## src/rtl/shrot_pkg.sv

```systemverilog
package shrot_pkg;

    typedef enum logic [1:0] {
        SZ_BYTE = 2'b00,
        SZ_WORD = 2'b01,
        SZ_LONG = 2'b10,
        SZ_LALT = 2'b11
    } size_e;

    // bit 4 extend, 3 negative, 2 zero, 1 overflow, 0 carry
    typedef struct packed {
        logic x;
        logic n;
        logic z;
        logic v;
        logic c;
    } ccode_t;

    localparam int NUM_SIZES = 3;

    function automatic logic [1:0] size_lane(input logic [1:0] code);
        case (code)
            SZ_BYTE: return 2'd0;
            SZ_WORD: return 2'd1;
            default: return 2'd2;
        endcase
    endfunction

endpackage

```

## src/rtl/shrot_step.sv

```systemverilog
module shrot_step
    import shrot_pkg::*;
#(
    parameter int DATA_W = 32
) (
    input  logic [DATA_W-1:0] val,
    input  logic [1:0]        size,
    input  logic              left,
    input  logic              rotate,
    output logic [DATA_W-1:0] nxt,
    output logic              out_bit,
    output logic              sign_flip
);
    localparam int BASE_W = DATA_W / 4;

    logic [DATA_W-1:0]    cand_val [NUM_SIZES];
    logic [NUM_SIZES-1:0] cand_out;
    logic [NUM_SIZES-1:0] cand_flip;
    logic [1:0]           sel;

    for (genvar g = 0; g < NUM_SIZES; g++) begin : g_lane
        localparam int W = BASE_W << g;
        logic [W-1:0]      lane;
        logic [W-1:0]      moved;
        logic [DATA_W-1:0] keep_mask;

        assign lane      = val[W-1:0];
        assign moved     = left ? {lane[W-2:0], rotate & lane[W-1]}
                                : {(rotate ? lane[0] : lane[W-1]), lane[W-1:1]};
        assign keep_mask = ~({DATA_W{1'b1}} >> (DATA_W - W));
        assign cand_val[g]  = (val & keep_mask) | DATA_W'(moved);
        assign cand_out[g]  = left ? lane[W-1] : lane[0];
        assign cand_flip[g] = moved[W-1] ^ lane[W-1];
    end

    assign sel       = size_lane(size);
    assign nxt       = cand_val[sel];
    assign out_bit   = cand_out[sel];
    assign sign_flip = cand_flip[sel];

    // a byte step never disturbs bits above the byte lane
    always_comb begin
        if (sel == 2'd0)
            assert_byte_upper_kept_R9: assert (nxt[DATA_W-1:BASE_W] == val[DATA_W-1:BASE_W]);
    end

endmodule

```

## src/rtl/shrot_flags.sv

```systemverilog
module shrot_flags
    import shrot_pkg::*;
#(
    parameter int DATA_W = 32
) (
    input  logic [DATA_W-1:0] val,
    input  logic [1:0]        size,
    output logic              neg,
    output logic              zero
);
    localparam int BASE_W = DATA_W / 4;

    logic [NUM_SIZES-1:0] cand_neg;
    logic [NUM_SIZES-1:0] cand_zero;
    logic [1:0]           sel;

    for (genvar g = 0; g < NUM_SIZES; g++) begin : g_lane
        localparam int W = BASE_W << g;
        assign cand_neg[g]  = val[W-1];
        assign cand_zero[g] = (val[W-1:0] == '0);
    end

    assign sel  = size_lane(size);
    assign neg  = cand_neg[sel];
    assign zero = cand_zero[sel];

    // a sized value cannot be both zero and negative
    always_comb begin
        assert_flag_excl_R5: assert (!(neg && zero));
    end

endmodule

```

## src/rtl/shrot_unit.sv

```systemverilog
module shrot_unit
    import shrot_pkg::*;
#(
    parameter int DATA_W   = 32,
    parameter int CNT_IN_W = 8,
    parameter int CNT_W    = 6
) (
    input  logic              clk,
    input  logic              rst_n,
    input  logic              start,
    input  logic [DATA_W-1:0] operand,
    input  logic [CNT_IN_W-1:0] count,
    input  logic [1:0]        size,
    input  logic              left,
    input  logic              rotate,
    input  logic [4:0]        cc_in,
    output logic [DATA_W-1:0] result,
    output logic [4:0]        cc_out,
    output logic              done
);
    typedef struct packed {
        logic              busy;
        logic              done;
        logic [CNT_W-1:0]  remain;
        logic [DATA_W-1:0] work;
        logic [1:0]        sz;
        logic              left;
        logic              rot;
        logic              x_in;
        logic              carry;
        logic              ovf;
        logic              stepped;
        logic [DATA_W-1:0] result;
        ccode_t            cc;
    } state_t;

    state_t st_d, st_q;

    logic [DATA_W-1:0] step_nxt_d;
    logic              step_out_d;
    logic              step_flip_d;
    logic              neg_d;
    logic              zero_d;

    shrot_step #(.DATA_W(DATA_W)) u_step (
        .val       (st_q.work),
        .size      (st_q.sz),
        .left      (st_q.left),
        .rotate    (st_q.rot),
        .nxt       (step_nxt_d),
        .out_bit   (step_out_d),
        .sign_flip (step_flip_d)
    );

    shrot_flags #(.DATA_W(DATA_W)) u_flags (
        .val  (st_q.work),
        .size (st_q.sz),
        .neg  (neg_d),
        .zero (zero_d)
    );

    always_comb begin
        st_d      = st_q;
        st_d.done = 1'b0;
        if (!st_q.busy) begin
            if (start) begin
                st_d.busy    = 1'b1;
                st_d.remain  = count[CNT_W-1:0];
                st_d.work    = operand;
                st_d.sz      = size;
                st_d.left    = left;
                st_d.rot     = rotate;
                st_d.x_in    = cc_in[4];
                st_d.carry   = 1'b0;
                st_d.ovf     = 1'b0;
                st_d.stepped = 1'b0;
            end
        end else if (st_q.remain != '0) begin
            st_d.work    = step_nxt_d;
            st_d.carry   = step_out_d;
            st_d.ovf     = st_q.ovf | step_flip_d;
            st_d.stepped = 1'b1;
            st_d.remain  = st_q.remain - 1'b1;
        end else begin
            st_d.busy   = 1'b0;
            st_d.done   = 1'b1;
            st_d.result = st_q.work;
            st_d.cc.x   = (st_q.rot || !st_q.stepped) ? st_q.x_in : st_q.carry;
            st_d.cc.n   = neg_d;
            st_d.cc.z   = zero_d;
            st_d.cc.v   = !st_q.rot && st_q.ovf;
            st_d.cc.c   = st_q.carry;
        end
    end

    always_ff @(posedge clk or negedge rst_n) begin
        if (!rst_n) st_q <= '0;
        else        st_q <= st_d;
    end

    assign result = st_q.result;
    assign cc_out = st_q.cc;
    assign done   = st_q.done;

    assert_step_countdown_R2: assert property (@(posedge clk) disable iff (!rst_n)
        (st_q.busy && st_q.remain != '0) |=> (st_q.remain == $past(st_q.remain) - 1'b1));

    assert_done_after_busy_R2: assert property (@(posedge clk) disable iff (!rst_n)
        done |-> $past(st_q.busy));

    assert_cfg_frozen_R10: assert property (@(posedge clk) disable iff (!rst_n)
        (st_q.busy && st_q.remain != '0) |=>
            ($stable(st_q.sz) && $stable(st_q.left) && $stable(st_q.rot)));

    assert_done_single_R12: assert property (@(posedge clk) disable iff (!rst_n)
        done |=> !done);

    assert_output_hold_R12: assert property (@(posedge clk) disable iff (!rst_n)
        !done |-> ($stable(result) && $stable(cc_out)));

endmodule

```

## config.mk

```make
export PLATFORM = sky130hd
export DESIGN_NAME = shrot_unit
export DESIGN_NICKNAME = d
export VERILOG_FILES = /design/src/rtl/shrot_pkg.sv /design/src/rtl/shrot_step.sv /design/src/rtl/shrot_flags.sv /design/src/rtl/shrot_unit.sv
export SDC_FILE = /design/constraint.sdc
export NUM_CORES = 1
export LEC_CHECK = 0
export ABC_AREA = 1
export BUFFER_PORTS_ARGS = -buffer_cell sky130_fd_sc_hd__buf_2
export CORE_MARGIN = 10
export CORE_UTILIZATION = 55
export DETAILED_ROUTE_END_ITERATION = 6
export GPL_TIMING_DRIVEN = 0
export PLACE_DENSITY = 0.86
export SETUP_SLACK_MARGIN = 0.15
export SLEW_MARGIN = 20
export SYNTH_ARGS = -nofsm -noshare
export SYNTH_HDL_FRONTEND = slang
export SYNTH_SLANG_ARGS = --single-unit
```

## constraint.sdc

```tcl
create_clock -name clk -period 2.1 [get_ports clk]
set_clock_uncertainty 0.05 [all_clocks]
set_input_delay 0.315 -clock clk [delete_from_list [all_inputs] [get_ports clk]]
set_output_delay 0.315 -clock clk [all_outputs]
set_load 0.02 [all_outputs]
```

==> Word-level counts from Yosys, hierarchy flattened <==
Index checks and enable logic that the tools add are counted.
{ "word_totals": {"ff_bits": 85, "latchBits": 0, "mem_bits_rw": 0, "mem_bits_ro": 0, "input_bits": 52, "out_inout_bits": 38, "elab_cells": 78, "memories": 0} }
{ "classes": {"add_sub_neg": 1, "mul": 0, "div_mod_pow": 0, "order_cmp": 2, "eq_ne": 2, "shifts": 0, "muxes": 31, "bitwise_logic": 12, "n_reduce_logical": 13} }
{ "ops": {"columns": ["cell", "count"], "rows": [
  ["$mux 32", 3],
  ["$mux 38", 2],
  ["$bmux 32 s2", 1],
  ["$mux 46", 1],
  ["$logic_not 32->1", 1],
  ["$or 32x16->32", 1],
  ["$or 32x8->32", 1],
  ["$logic_not 16->1", 1],
  ["$mux 16", 1],
  ["$mux 1", 14],
  ["$bmux 1 s2", 4],
  ["$logic_not 8->1", 1],
  ["$mux 8", 1],
  ["$mux 3", 2],
  ["$reduce_and 2->1", 3],
  ["$reduce_bool 6->1", 1],
  ["$sub 6x1->6 const B", 1],
  ["$pmux 2 s2", 1],
  ["$and 1x1->1", 3],
  ["$ge 3x3->1 const B", 1],
  ["$lt 2x3->1 const B", 1],
  ["$not 2->3", 1],
  ["$xor 1x1->1", 3],
  ["$eq 2x1->1 const B", 1],
  ["9 further kinds", 11]
]} }

==> Logic depth before layout (Yosys ltp) <==
{ "logic_depth": {"depth_word": 8, "depth_mapped": 12, "mapped_depth_nobuf": 11} }

==> By module <==
A second synthesis with hierarchy kept.
{ "hier_totals": {"cells_unflattened": 677, "hier_area_um2": 4992.3} }
{ "by_module_without_submodules": {"columns": ["module", "n_inst", "cells_each", "area_per_inst_um2", "seq_area_each_um2"], "rows": [
  ["shrot_unit", 1, 472, 4033.9, 2127.0],
  ["shrot_step", 1, 167, 808.3, 0.0],
  ["shrot_flags", 1, 38, 150.1, 0.0]
]} }

==> Worst setup path after synthesis <==
No wires, ideal clock.
{ "synth_path": {"path_type": "register to register", "from": "register st_q[77] (netlist name)", "to": "register st_q[58] (netlist name)", "setup_ns": 0.119, "t_arrival_ns": 1.451, "required_ns": 1.931, "slack_ns": 0.480, "stages_incl_launch_ff": 13, "n_path_buf": 1, "period_less_slack_ns": 1.620, "path_cell_list": "dfrtp_1 -> inv_1 -> ha_1 -> nand2_2 -> nor2_4 -> nand2_4 -> nand2_4 -> nand2_8 -> inv_4 -> nor2_4 -> buf_6 -> nand2_2 -> o21ai_2"} }
{ "synth_via": {"elab_chain_cells": 3} }
{ "synth_rtl": {"columns": ["item", "line", "source"], "rows": [
  ["start, declared", "shrot_unit.sv:37", "state_t st_d, st_q;"],
  ["start signal, assigned", "shrot_unit.sv:98", "else st_q <= st_d;"],
  ["$reduce_bool 6->1", "shrot_unit.sv:78", "end else if (st_q.remain != '0) begin"],
  ["$ne 2x1->1 (no line)", null, null],
  ["$reduce_and 2->1 (no line)", null, null]
]} }
No other way between the ends.
A chain may end at the register's enable or synchronous reset.

==> Final worst setup path <==
{ "layout_path": {"from": "register st_q[77] (netlist name)", "to": "register st_q[72] (netlist name)"} }
The elaborated chain is that of the path after synthesis.

==> key figures <==
Run status
  – Status: finished clean

Place
  – IO buf count: 83
  – DP Area: 5087 um^2
  – DP HPWL: 8604 um
  – GP Congestion: 0.8671
  – Dpl cells: 740

Final layout
  – Layout cell share with drive strength beyond 1: 27.70%
  – Post-route cell area: 5273 um^2
  – NumNets Final: 705
  – Finished Layout Cells: 759
  – Synth-to-Final Area Change: 16.80%
  – Antenna diodes: 0
  – Final core occ: 67.19%

Logic synthesis
  – Top cells by area, synth: dfrtp_1 (47%), nand2_1 (11%), o21ai_0 (6.9%)
  – Cells after Synth: 554
  – Post-synth EDFFs: 0
  – Seq cells post-synth: 85
  – Largest area contributor in the netlist: dfrtp_1
  – Mapped Area: 4514 um^2
  – Post-synth top area share: 47.12%
  – Synth Area per Inst: 8.149 um^2
  – Dominant synthesized flop cell: dfrtp_1
  – Async set-reset flop share out of synthesis: 100.0%
  – Syn. warnings: 0
  – Most common cell in the synthesized netlist: nand2_1
  – Yosys cell types: 33
  – Post-Syn Nets: 607
  – Post-synthesis sequential area ratio: 47.12%
  – Synth top cells by count: nand2_1 (132), dfrtp_1 (85), o21ai_0 (62)

STA
  – TNS Setup: 0 ns
  – # setup viols final: 0
  – Period minus WS final: 1.836 ns
  – Final Slew Violations: 0
  – Period utilization: 87.44%
  – Worst-Margin Slew: 0.5671 ns
  – F_max: 0.5446 GHz
  – Hold Vio Cnt, Final: 0
  – Unrepaired setup endpoints after global routing: false
  – Slew HR: 62.19%

Setup path
  – CP max stage cell: dfrtp_1
  – RR Endpoint: st_q[72]
  – CP arrival: 2.08 ns
  – Maximum fanout along the worst path: 10
  – Worst path cell trace: inv_2 > ha_2 > nand2_2 > nor2_4 > nand2_4 > nand2_4 > nand2_8 > o21ai_4 > buf_6 > nor2_1 > a21oi_2
  – Crit. End Element: flip-flop
  – Worst path bufs/invs: 2
  – Crit path launch: st_q[77]
  – Crit path capture: st_q[72]
  – Setup slack, reg-to-reg: 0.26 ns
  – CP most frequent cell: nand2_4
  – Critical path launch point type: flip-flop
  – Critical Path RT: 2.34 ns
  – Crit path kind: flip-flop to flip-flop
  – Crit path depth: 11
  – Reg2Reg Launch Point: st_q[77]
  – Cell family with most CP delay: simple AND/OR/NAND/NOR gates
  – Cells on worst reg2reg path: 11
  – Crit path largest cell delay: 0.40 ns

Floorplan
  – Initial core utilization: 57.53%
  – Boundary Pins: 90
  – FP Rows: 32
  – Core area: 7848 um^2
  – Chip height: 110.6 um
  – DIE AREA: 12230 um^2
  – Die W: 110.6 um

Global routing
  – Vias in the first global route: 4100
  – Grt ovf: 0
  – Initial antenna violation count: 0
  – Largest net degree at the start of global routing: 52
  – First-pass GRT wire length: 19930 um
  – Total global-route track usage: 19.00%

Pwr
  – Leak: 2.831 nW
  – Power, Total: 2.704 mW
  – Max VDD drop: 0.3382 mV
  – Power density cells: 512.8 nW/um^2

Routing
  – # DRC: 0
  – Wire per inst: 15.30 um
  – DRT antenna net count: 0
  – DRT Wirelength: 11610 um
  – Vias: 4131
  – Initial DRC count: 406
  – TritonRoute pass-1 iters: 5
  – Via density: 5.443

Clock tree
  – Root Driver: clkbuf_8
  – Worst skew pair latency: 0.36 ns
  – Inserted Clock Buffers: 9
  – Max Root-Sink Buffers: 2
  – Clk slew on worst S/H paths: 0.08 ns
  – CTS tree: built
  – Clk sinks: 85
  – H-tree levels: 3

Flow run
  – Max Cap Viol: 0

Hold path
  – HP Class: primary input to flip-flop
## stage by stage
stage | hold WS [ns] | setup WS [ns]
3_5_place_dp | 0.2529 | 0.2615
2_1_floorplan | -0.03059 | 0.4803
6_report | 0.1156 | 0.2637
3_3_place_gp | 0.4143 | -0.009261
5_1_grt | 0.1188 | 0.1423
4_1_cts | 0.1101 | 0.2249
## cell usage in the layout, fill, tap and decap left out, types with 5 or more instances in the layout
cell type,instances
a21oi_1,11
a21oi_2,14
buf_2,88
buf_4,41
buf_6,5
clkbuf_1,16
clkbuf_8,9
dfrtp_1,85
inv_1,40
nand2_1,132
nand3_1,17
nand4_1,10
nor2_1,46
o211ai_1,9
o21ai_0,62
o21ai_1,33
## flip-flops by register name, summed over array words and instances, names as in the netlist
register,flops
cc_out,5
done,1
result,32
st_q,47
## how the worst min path moves through the flow
stage                     startpoint  cells past startpoint  slack [ns]    endpoint
after floorplan                rst_n                      0       -0.03   cc_out[0]
after global placement      st_q[40]                      2        0.41    st_q[40]
after detailed placement       rst_n                      1        0.25  result[26]
after CTS                   cc_in[4]                      3        0.11    st_q[40]
after global routing        count[1]                      3        0.12    st_q[78]
final                       cc_in[4]                      3        0.12    st_q[40]
## worst register-to-register path, stage by stage, from the launching register on
cell	delay [ns]
dfrtp_1	0.40
inv_2	0.08
ha_2	0.20
nand2_2	0.08
nor2_4	0.11
nand2_4	0.09
nand2_4	0.16
nand2_8	0.09
o21ai_4	0.12
buf_6	0.21
nor2_1	0.08
a21oi_2	0.11
## report_power, final
part	switching [mW]	internal, mW	leakage (nW)
clock	0.559	0.429	0.0784
sequential	0	1.63	0.981
combinational	0.0452	0.0360	1.77
## repair_timing
item / in CTS / in global routing
setup endpoints to repair: 0 / 31
hold endpoints to repair: 34 / 0
buffers inserted: 0 / 2
hold buffers: 1 / 0
resized for setup: 0 / 4
## cells by family after synthesis
kind of cell | Yosys count | share of synthesized area (%)
compound gates | 140 | 18.07
flops | 85 | 47.12
fa+ha+maj | 1 | 0.2771
simple gates | 220 | 21.23
buf+inv | 108 | 13.30
## metal layers
layer,vias up,routed length (um),track usage (%)
met2,193,5447,29.54
li1,1970,-,-
met4,0,286,7.599
met1,1943,5083,24.52
met5,-,0,0
met3,25,792,5.024
## layout make-up
class / instances / area [um^2]
repair buffers: 87 / 470.5
multi-input cells: 361 / 1792
clock buffers: 14 / 142.6
plain buffers: 61 / 416.7
clock inverters: 2 / 10.01
flip-flops and latches: 85 / 2127
inverters: 47 / 186.4
fillers: 662 / 2575
well taps: 102 / 127.6
Note: power is estimated with default switching activity, not from simulation.
